==> src/rtl/mpe_pkg.sv <==
package mpe_pkg;
  localparam int BYTE_W    = 8;
  localparam int PKT_BYTES = 5;
  localparam int MAG_LIM   = 127;

  typedef logic [BYTE_W-1:0] pkt_byte_t;

  typedef struct packed {
    logic left;
    logic mid;
    logic right;
  } btn_t;

  // Sync byte: fixed high bit, buttons active low in bits 2:0.
  function automatic pkt_byte_t sync_byte(btn_t b);
    return {5'b10000, ~b.left, ~b.mid, ~b.right};
  endfunction
endpackage

==> src/rtl/mpe_sat.sv <==
module mpe_sat
  import mpe_pkg::*;
#(
  parameter int IN_W = 17
) (
  input  logic signed [IN_W-1:0] val_i,
  output pkt_byte_t              sat_o
);
  localparam logic signed [IN_W-1:0] HI = IN_W'(MAG_LIM);
  localparam logic signed [IN_W-1:0] LO = -HI;

  always_comb begin
    if (val_i > HI)      sat_o = HI[BYTE_W-1:0];
    else if (val_i < LO) sat_o = LO[BYTE_W-1:0];
    else                 sat_o = val_i[BYTE_W-1:0];
  end
endmodule

==> src/rtl/mpe_seq.sv <==
module mpe_seq #(
  parameter int N_BYTES = 5,
  localparam int IDX_W  = $clog2(N_BYTES)
) (
  input  logic             clk_i,
  input  logic             rst_ni,
  input  logic             start_i,
  input  logic             take_i,
  output logic             busy_o,
  output logic [IDX_W-1:0] idx_o
);
  localparam logic [IDX_W-1:0] LAST = IDX_W'(N_BYTES - 1);

  always_ff @(posedge clk_i or negedge rst_ni) begin
    if (!rst_ni) begin
      busy_o <= 1'b0;
      idx_o  <= '0;
    end else if (!busy_o) begin
      if (start_i) begin
        busy_o <= 1'b1;
        idx_o  <= '0;
      end
    end else if (take_i) begin
      if (idx_o == LAST) begin
        busy_o <= 1'b0;
        idx_o  <= '0;
      end else begin
        idx_o <= idx_o + 1'b1;
      end
    end
  end
endmodule

==> src/rtl/mouse_pkt_enc.sv <==
module mouse_pkt_enc
  import mpe_pkg::*;
#(
  parameter int DELTA_W = 16
) (
  input  logic               clk_i,
  input  logic               rst_ni,
  input  logic               evt_valid_i,
  output logic               evt_ready_o,
  input  logic [DELTA_W-1:0] evt_dx_i,
  input  logic [DELTA_W-1:0] evt_dy_i,
  input  logic [2:0]         evt_btn_i,
  output logic               byte_valid_o,
  input  logic               byte_ready_i,
  output logic [7:0]         byte_data_o
);
  localparam int EXT_W = DELTA_W + 1;
  localparam int IDX_W = $clog2(PKT_BYTES);

  logic               busy;
  logic [IDX_W-1:0]   idx;
  logic               accept;
  logic [DELTA_W-1:0] dx_q, dy_q;
  btn_t               btn_q;
  logic signed [EXT_W-1:0] x_ext, y_neg;
  pkt_byte_t          pkt [PKT_BYTES];

  assign evt_ready_o  = ~busy;
  assign accept       = evt_valid_i & ~busy;
  assign byte_valid_o = busy;

  always_ff @(posedge clk_i or negedge rst_ni) begin
    if (!rst_ni) begin
      dx_q  <= '0;
      dy_q  <= '0;
      btn_q <= '0;
    end else if (accept) begin
      dx_q  <= evt_dx_i;
      dy_q  <= evt_dy_i;
      btn_q <= btn_t'(evt_btn_i);
    end
  end

  mpe_seq #(.N_BYTES(PKT_BYTES)) u_seq (
    .clk_i  (clk_i),
    .rst_ni (rst_ni),
    .start_i(accept),
    .take_i (byte_ready_i),
    .busy_o (busy),
    .idx_o  (idx)
  );

  // One extra bit so that negating the most negative value cannot wrap.
  assign x_ext = $signed({dx_q[DELTA_W-1], dx_q});
  assign y_neg = -$signed({dy_q[DELTA_W-1], dy_q});

  assign pkt[0] = sync_byte(btn_q);

  mpe_sat #(.IN_W(EXT_W)) u_sat_x (.val_i(x_ext), .sat_o(pkt[1]));
  mpe_sat #(.IN_W(EXT_W)) u_sat_y (.val_i(y_neg), .sat_o(pkt[2]));

  for (genvar g = 3; g < PKT_BYTES; g++) begin : g_pad
    assign pkt[g] = '0;
  end

  assign byte_data_o = pkt[idx];
endmodule

==> config.mk <==
export PLATFORM = sky130hd
export DESIGN_NAME = mouse_pkt_enc
export DESIGN_NICKNAME = d
export VERILOG_FILES = /design/src/rtl/mpe_pkg.sv /design/src/rtl/mpe_sat.sv /design/src/rtl/mpe_seq.sv /design/src/rtl/mouse_pkt_enc.sv
export SDC_FILE = /design/constraint.sdc
export NUM_CORES = 1
export LEC_CHECK = 0
export ABC_AREA = 1
export BUFFER_PORTS_ARGS = -buffer_cell sky130_fd_sc_hd__buf_2
export CORE_MARGIN = 2
export CORE_UTILIZATION = 40
export DETAILED_ROUTE_END_ITERATION = 8
export PLACE_DENSITY = 0.7
export SLEW_MARGIN = 25
export SYNTH_ARGS = -nofsm -noshare
export SYNTH_HDL_FRONTEND = slang
export SYNTH_SLANG_ARGS = --single-unit
==> constraint.sdc <==
create_clock -name clk_i -period 6.06 [get_ports clk_i]
set_clock_uncertainty 0.1 [all_clocks]
set_input_delay 0.909 -clock clk_i [delete_from_list [all_inputs] [get_ports clk_i]]
set_output_delay 0.909 -clock clk_i [all_outputs]
set_load 0.1 [all_outputs]
==> flow_summary.json, run 1 <==
{
  "status": "finished, final reports clean",
  "endpoint_kind": "output port",
  "initial_core_util_pct": 41.5,
  "critPathSlowestCell": "dfrtp_1",
  "cts_root_buf": "clkbuf_8",
  "dpl.hpwl_microns": 4270,
  "holdCritPathClass": "reg -> reg",
  "synth_seq_cells": 39,
  "cts_tree": "yes",
  "clock-sinks": 39,
  "cts.path.max_buffers": 2,
  "syn-num-nets": 372,
  "switching_share_pct": 52.9,
  "grt_use_total_pct": 17.7,
  "timing.setup.tns_ns": 0,
  "synth.cell_area_sq_mm": 0.00246,
  "cp_top_family": "simple AND/OR/NAND/NOR gates",
  "syn_area_per_cell_sq_um": 7.47,
  "ios": 49,
  "grt_first_pass_wirelength_microns": 9320,
  "final_nets": 420,
  "synthCells": 329,
  "portBuffers": 48,
  "worst_path_most_repeated_cell": "nand2_1",
  "wire_per_inst_microns": 11.8,
  "rsz0062_at_grt": "false",
  "die_x_microns": 82.4,
  "cts_hold_buf": 0,
  "via_count": 2181,
  "fillers": 574,
  "area_growth_pct": 17.8,
  "insertion_delay_ns": 0.28,
  "setup_viol": 0,
  "p_seq_share_pct": 30.2,
  "cp_num_buf_inv": 2,
  "postCtsSetupBuffers": 0,
  "worstSetupPathType": "reg -> out",
  "ant_nets": 0,
  "drv_slew": 0,
  "drt_iter0_drc": 122,
  "tightest_slew_ns": 0.873,
  "required_ns": 5.05,
  "period_share_pct": 61.1,
  "yosysUniqueCellTypes": 28,
  "drcViolationCount": 0,
  "whs_ns": 0.413,
  "crit_fanout": 8,
  "htreeDepth": 2,
  "startpoint_type": "flip-flop",
  "hold_violations": 0,
  "antenna_found_initial": 0,
  "rows": 28,
  "clockPowerShare_pct": 14.9,
  "finalWirelength_microns": 5340,
  "fin_crit_ns": 3.70,
  "die_area_sq_mm": 0.00679,
  "yosysWarnings": 0,
  "peakVddDrop_mv": 0.427,
  "numCtsBuffers": 5,
  "drt_pre_antenna_iters": 4,
  "clk_pin_slew_ns": 0.08,
  "die_h_microns": 82.4,
  "via_per_inst": 4.81,
  "grt_pass1_vias": 2075,
  "grt_max_degree": 52,
  "diodes": 0,
  "grt-ovfl-total": 0,
  "crit_chain": "inv_2 -> ha_1 -> nand2_2 -> o21ai_1 -> nand2_1 -> nor2_1 -> nand3_1 -> nor2_2 -> nand2_2 -> nand2_4 -> nand2_1 -> nand2_1 -> nand2_1 -> a21oi_2 -> buf_2",
  "core_sq_mm": 0.00592,
  "worst_ep_arrival_time_ns": 2.69,
  "power_density_mw_per_mm2": 591,
  "p_int_w": 0.000805,
  "slew_headroom_pct": 41.8,
  "final_layout_size_suffix_gt1_share_pct": 26.5,
  "reg2reg_slack_ns": 4.40,
  "leakage_nw": 1.51,
  "drv_cap": 0,
  "yosysSeqAreaShare_pct": 39.7,
  "combPwrFrac_pct": 54.9,
  "crit_path_max_incr_delay_ns": 0.44,
  "gp_congestion": 0.856,
  "max_freq_mhz": 270,
  "cts_resized": 0,
  "switching_power_w": 0.000905
}
[through the flow]
stage | instance area, sq um | total power [W] | setup slack (ns) | utilization [%] | std cells
floorplan | 2460 | 0.00128 | 2.31 | - | 329
global placement | 2760 | 0.00145 | 2.72 | 46.6 | 445
detailed placement | 2760 | 0.00146 | 2.67 | 46.6 | 445
CTS | 2900 | 0.00172 | 2.35 | 48.9 | 453
global route | 2900 | 0.00184 | 2.07 | 48.9 | 453
finish | 2900 | 0.00171 | 2.36 | 48.9 | 453
[cell usage in the layout (no fill, tap or decap), types with 2 or more instances in the layout]
master     netlist  routed
nand4_1          5       5
nand2_1         87      87
inv_1           34      34
ha_1             4       4
bufinv_16        0       2
o21ai_0         12      12
mux2_2          20      20
nand2_2          6       6
xor2_1           2       2
nor2_2           6       6
nand3_1         16      16
dfrtp_1         39      39
buf_2            1      48
clkbuf_8         1       5
o21ai_1          2       2
a21oi_1         22      22
nor3_1           3       3
a21oi_2          7       7
nor2_1          48      48
[worst register-to-register path: stages (launching register included)]
cell and delay, ns:
dfrtp_1 0.65, inv_1 0.22, ha_1 0.23, nand2_1 0.06, inv_1 0.05, nor2_1 0.15, nand2_1 0.07, o21ai_0 0.07
[state kept, by name (all words and copies together), names as in the netlist]
| register | flops |
|---|---|
| dx_q | 16 |
| dy_q | 16 |
| btn_q | 3 |
| u_seq.idx_o | 3 |
| u_seq.busy_o | 1 |
[power groups by stage]
| stage | combinational (W) | sequential, W | clock [W] |
|---|---|---|---|
| 6_report | 0.000939 | 0.000517 | 0.000255 |
| 5_1_grt | 0.00103 | 0.000535 | 0.000273 |
| 4_1_cts | 0.000947 | 0.000515 | 0.000262 |
| 3_5_place_dp | 0.000944 | 0.000520 | 0 |
| 3_3_place_gp | 0.000935 | 0.000515 | 0 |
| 2_1_floorplan | 0.000799 | 0.000486 | 0 |
[synthesized netlist by cell type]
library cell / number / area [sq um]
a21oi_1: 22 / 110
nand3b_1: 1 / 7.51
nand3_1: 16 / 80.1
clkbuf_8: 1 / 13.8
clkinv_1: 1 / 3.75
nor3_1: 3 / 15.0
nand4_1: 5 / 31.3
ha_1: 4 / 50.1
nor2_2: 6 / 37.5
buf_2: 1 / 5.00
inv_1: 34 / 128
nand2_4: 1 / 11.3
o21ai_1: 2 / 10.0
nor2_1: 48 / 180
nor2_8: 1 / 20.0
buf_1: 2 / 7.51
mux2_2: 20 / 225
nand2_1: 87 / 327
nor4_1: 1 / 6.26
a21oi_2: 7 / 61.3
xor2_1: 2 / 17.5
nand2_2: 6 / 37.5
nor2_4: 1 / 11.3
o21ai_0: 12 / 60.1
a22oi_1: 1 / 7.51
dfrtp_1: 39 / 976
inv_2: 1 / 3.75
clkbuf_1: 4 / 15.0
[routing by layer]
layer	vias to the layer above	global-route usage (%)	share of wire, %
li1	1146	-	-
met3	5	2.61	3.7
met4	0	5.00	1.1
met1	987	23.5	46
met2	43	30.0	50
met5	-	0	0
[final cells by class]
type,count,area (sq um),share of cell area [%]
clock buffers,5,68.8,2.38
flip-flops and latches,39,976,33.7
inverters,36,135,4.67
well taps,75,93.8,3.24
repair buffers,49,248,8.56
multi-input cells,246,1310,45.1
clock inverters,3,67.6,2.33
[kinds of logic (layout without fill, tap and decap cells)]
kind of cell,count (synthesis),count (layout),synth area share [%]
and+or+nand+nor,176,176,31.1
AOI/OAI and AO/OA,44,44,10.1
buffers and inverters,44,93,7.17
DFF,39,39,39.7
muxes,20,20,9.16
adders and majority gates,4,4,2.04
xor gates and xnor gates,2,2,0.713
[final timing paths]
path,from,cells after the start,to
setup / recovery,dy_q[0]$_DFFE_PN0P_,15,byte_data_o[6]
hold reg to reg,btn_q[2]$_DFFE_PN0P_,1,btn_q[2]$_DFFE_PN0P_
min in group asynchronous,rst_ni,1,dx_q[13]$_DFFE_PN0P_
hold / removal,btn_q[2]$_DFFE_PN0P_,1,btn_q[2]$_DFFE_PN0P_
max in group asynchronous,rst_ni,1,dy_q[11]$_DFFE_PN0P_
setup reg to reg,u_seq.idx_o[1]$_DFFE_PN0P_,7,u_seq.idx_o[0]$_DFFE_PN0P_
(Power assumes the default switching activity.)
==> run 2: changes to the inputs <==
--- a/config.mk
+++ b/config.mk
@@ -5,12 +5,12 @@
 export SDC_FILE = /design/constraint.sdc
 export NUM_CORES = 1
 export LEC_CHECK = 0
-export ABC_AREA = 1
+export ABC_AREA = 0
 export BUFFER_PORTS_ARGS = -buffer_cell sky130_fd_sc_hd__buf_2
 export CORE_MARGIN = 2
 export CORE_UTILIZATION = 40
 export DETAILED_ROUTE_END_ITERATION = 8
-export PLACE_DENSITY = 0.7
+export PLACE_DENSITY = 0.72
 export SLEW_MARGIN = 25
 export SYNTH_ARGS = -nofsm -noshare
 export SYNTH_HDL_FRONTEND = slang
==> constraint.sdc (replaced) <==
create_clock -name clk_i -period 3.1 [get_ports clk_i]
set_clock_uncertainty 0.1 [all_clocks]
set_input_delay 0.465 -clock clk_i [delete_from_list [all_inputs] [get_ports clk_i]]
set_output_delay 0.465 -clock clk_i [all_outputs]
set_load 0.1 [all_outputs]
==> flow_summary.json, run 2 <==
{
  "holdCritPathClass": "in -> async",
  "htreeDepth": 2,
  "grt_first_pass_wirelength_microns": 10800,
  "ios": 49,
  "rsz0062_at_grt": "true",
  "synth.cell_area_sq_mm": 0.00258,
  "synth_top_flop_cell": "dfrtp_1",
  "synthTopCellsByArea": "dfrtp_1 38%, mux2_2 14%, o21ai_0 2.7%, buf_6 2.6%, nand2_1 2.3%",
  "rows": 29,
  "yosysTopAreaCell": "dfrtp_1",
  "final_cell_mix": "40 x buf_2, 38 x dfrtp_1, 36 x buf_4",
  "via_per_inst": 5.62,
  "final_nets": 367,
  "fin_ws_ns": -0.401,
  "die_x_microns": 84.3,
  "drv_slew": 0,
  "worst_ep_arrival_time_ns": 2.94,
  "drt_pre_antenna_iters": 4,
  "syn_area_per_cell_sq_um": 10.4,
  "ys_top_cells_by_count": "39 x dfrtp_1, 31 x mux2_2, 16 x nand2_1",
  "required_ns": 2.53,
  "status": "complete, but fails checks",
  "slew_headroom_pct": 38.0,
  "max_freq_mhz": 286,
  "synthCells": 248,
  "core_sq_mm": 0.00628,
  "dpl.hpwl_microns": 4710,
  "ant_nets": 0,
  "antenna_found_initial": 0,
  "die_h_microns": 84.3,
  "via_count": 2261,
  "gp_congestion": 0.882,
  "drv_cap": 0,
  "async_reset_ff_share_pct": 100,
  "reg.largest.list": "dx_q (16), dy_q (16)",
  "clock-sinks": 39,
  "synthMuxAreaShare_pct": 13.9,
  "yosysUniqueCellTypes": 65,
  "yosysSeqAreaShare_pct": 37.9,
  "synthMostInstantiatedCell": "dfrtp_1",
  "startpoint_type": "flip-flop",
  "synth_top_family_by_area": "compound AO/OA/AOI/OAI gates",
  "cts.path.max_buffers": 2,
  "synth_compound_area_share_pct": 20.4,
  "clk_pin_slew_ns": 0.08,
  "worstSetupPathType": "reg -> out",
  "cts_root_buf": "clkbuf_8",
  "fillers": 552,
  "hold_violations": 0,
  "drcViolationCount": 0,
  "synth_seq_cells": 39,
  "setup_viol": 7,
  "synth_edf_count": 0,
  "synth_top_area_share_pct": 37.9,
  "initial_core_util_pct": 41.1,
  "yosysWarnings": 0,
  "final_core_util_pct": 54.4,
  "grt-ovfl-total": 0,
  "wire_per_inst_microns": 15.9,
  "fin_crit_ns": 3.50,
  "endpoint_kind": "output port",
  "finalWirelength_microns": 6390,
  "synth-simple-area-share_pct": 18.3,
  "final_layout_size_suffix_gt1_share_pct": 49.8,
  "final_common_cell": "buf_2",
  "area_growth_pct": 32.6,
  "failed_checks": "negative setup slack",
  "portBuffers": 48,
  "synthXorXnorAreaFrac_pct": 1.36,
  "diodes": 0,
  "grt_pass1_vias": 2288,
  "grt_use_total_pct": 18.5,
  "syn-num-nets": 291,
  "numCtsBuffers": 5,
  "grt_max_degree": 40,
  "synth_adder_area_share_pct": 1.94,
  "crit_fanout": 7,
  "drt_iter0_drc": 116,
  "die_area_sq_mm": 0.00710,
  "insertion_delay_ns": 0.30,
  "cts_tree": "yes",
  "tightest_slew_ns": 0.928,
  "period_share_pct": 113
}
## run 2: changes by cell type after synthesis, moves of 5 or more
cell	before	now
nor2_2	6	0
mux2_2	20	31
inv_1	34	8
a21oi_2	7	0
buf_6	0	6
nand2_1	87	16
nand3_1	16	4
a21oi_1	22	7
nand2_2	6	0
o211ai_1	0	5
a211oi_1	0	5
nor2_1	48	15
a31oi_1	0	5
## run 2: path summary, 6_finish.rpt
kind                                             end  cells past startpoint                    from  slack, ns
worst min-delay path             dy_q[6]$_DFFE_PN0P_                      1                  rst_ni       0.18
worst max-delay path                  byte_data_o[0]                      8     dy_q[0]$_DFFE_PN0P_      -0.40
worst min register to register   dx_q[3]$_DFFE_PN0P_                      1     dx_q[3]$_DFFE_PN0P_       0.43
min in group clk_i              btn_q[1]$_DFFE_PN0P_                      3            evt_btn_i[1]       0.26
max in group asynchronous        dy_q[0]$_DFFE_PN0P_                      1                  rst_ni       2.13
worst max register to register   dy_q[4]$_DFFE_PN0P_                      2  u_seq.busy_o$_DFF_PN0_       1.18
## run 2: stage by stage
stage	worst slack (ns)	hold WS (ns)	std cells	cell area, sq um	setup TNS (ns)
global route	-0.506	0.242	402	3420	-3.43
global placement	-0.0499	0.407	386	3250	-0.157
floorplan	-0.755	0.0694	248	2700	-3.42
CTS	-0.356	0.196	399	3390	-2.22
detailed placement	-0.0986	0.417	386	3250	-0.319
finish	-0.401	0.177	402	3420	-2.37
## run 2: cells by family after synthesis
kind of cell               count (synthesis)
and+or+nand+nor                           77
AOI/OAI and AO/OA                         67
DFF                                       39
muxes                                     32
buffers and inverters                     25
xor gates and xnor gates                   4
adders and majority gates                  4
## run 2: critical path, cell delays in order, from the launching register on
cell and delay (ns):
dfrtp_2 0.46, buf_4 0.16, or4_1 0.52, a211o_1 0.30, a2111oi_4 0.37, a2111oi_4 0.13, nand2b_1 0.21, a311oi_4 0.28
buf_12 0.22
## run 2: metal layers
metal	share of wire (%)	vias to the layer above	routed length [microns]	track usage (%)
li1	-	1091	-	-
met1	47	1118	3020	24.6
met2	48	44	3070	30.0
met3	2.8	8	180	2.85
met4	1.8	0	116	8.21
met5	0	-	0	0
## run 2: what timing repair did
| action | 4_1_cts | 5_1_grt |
|---|---|---|
| setup buffers | 5 | 3 |
| hold buffers | 0 | 0 |
| resized for setup | 2 | 3 |
| endpoints found under the setup margin | 7 | 8 |
| pin swaps | 4 | 4 |
## run 2: final cells by class
cell class | instances | area (sq um) | area share (%)
sequential | 39 | 977 | 28.6
timing repair buffer | 86 | 648 | 19.0
inverter | 8 | 32.5 | 0.952
clock buffer | 5 | 68.8 | 2.01
tap | 77 | 96.3 | 2.82
clock inverter | 3 | 25.0 | 0.732
multi-input combinational | 184 | 1570 | 45.9
Power of run 2 is not shown: default switching activity piles up to over one toggle a cycle in this logic, so the estimate is an artifact.
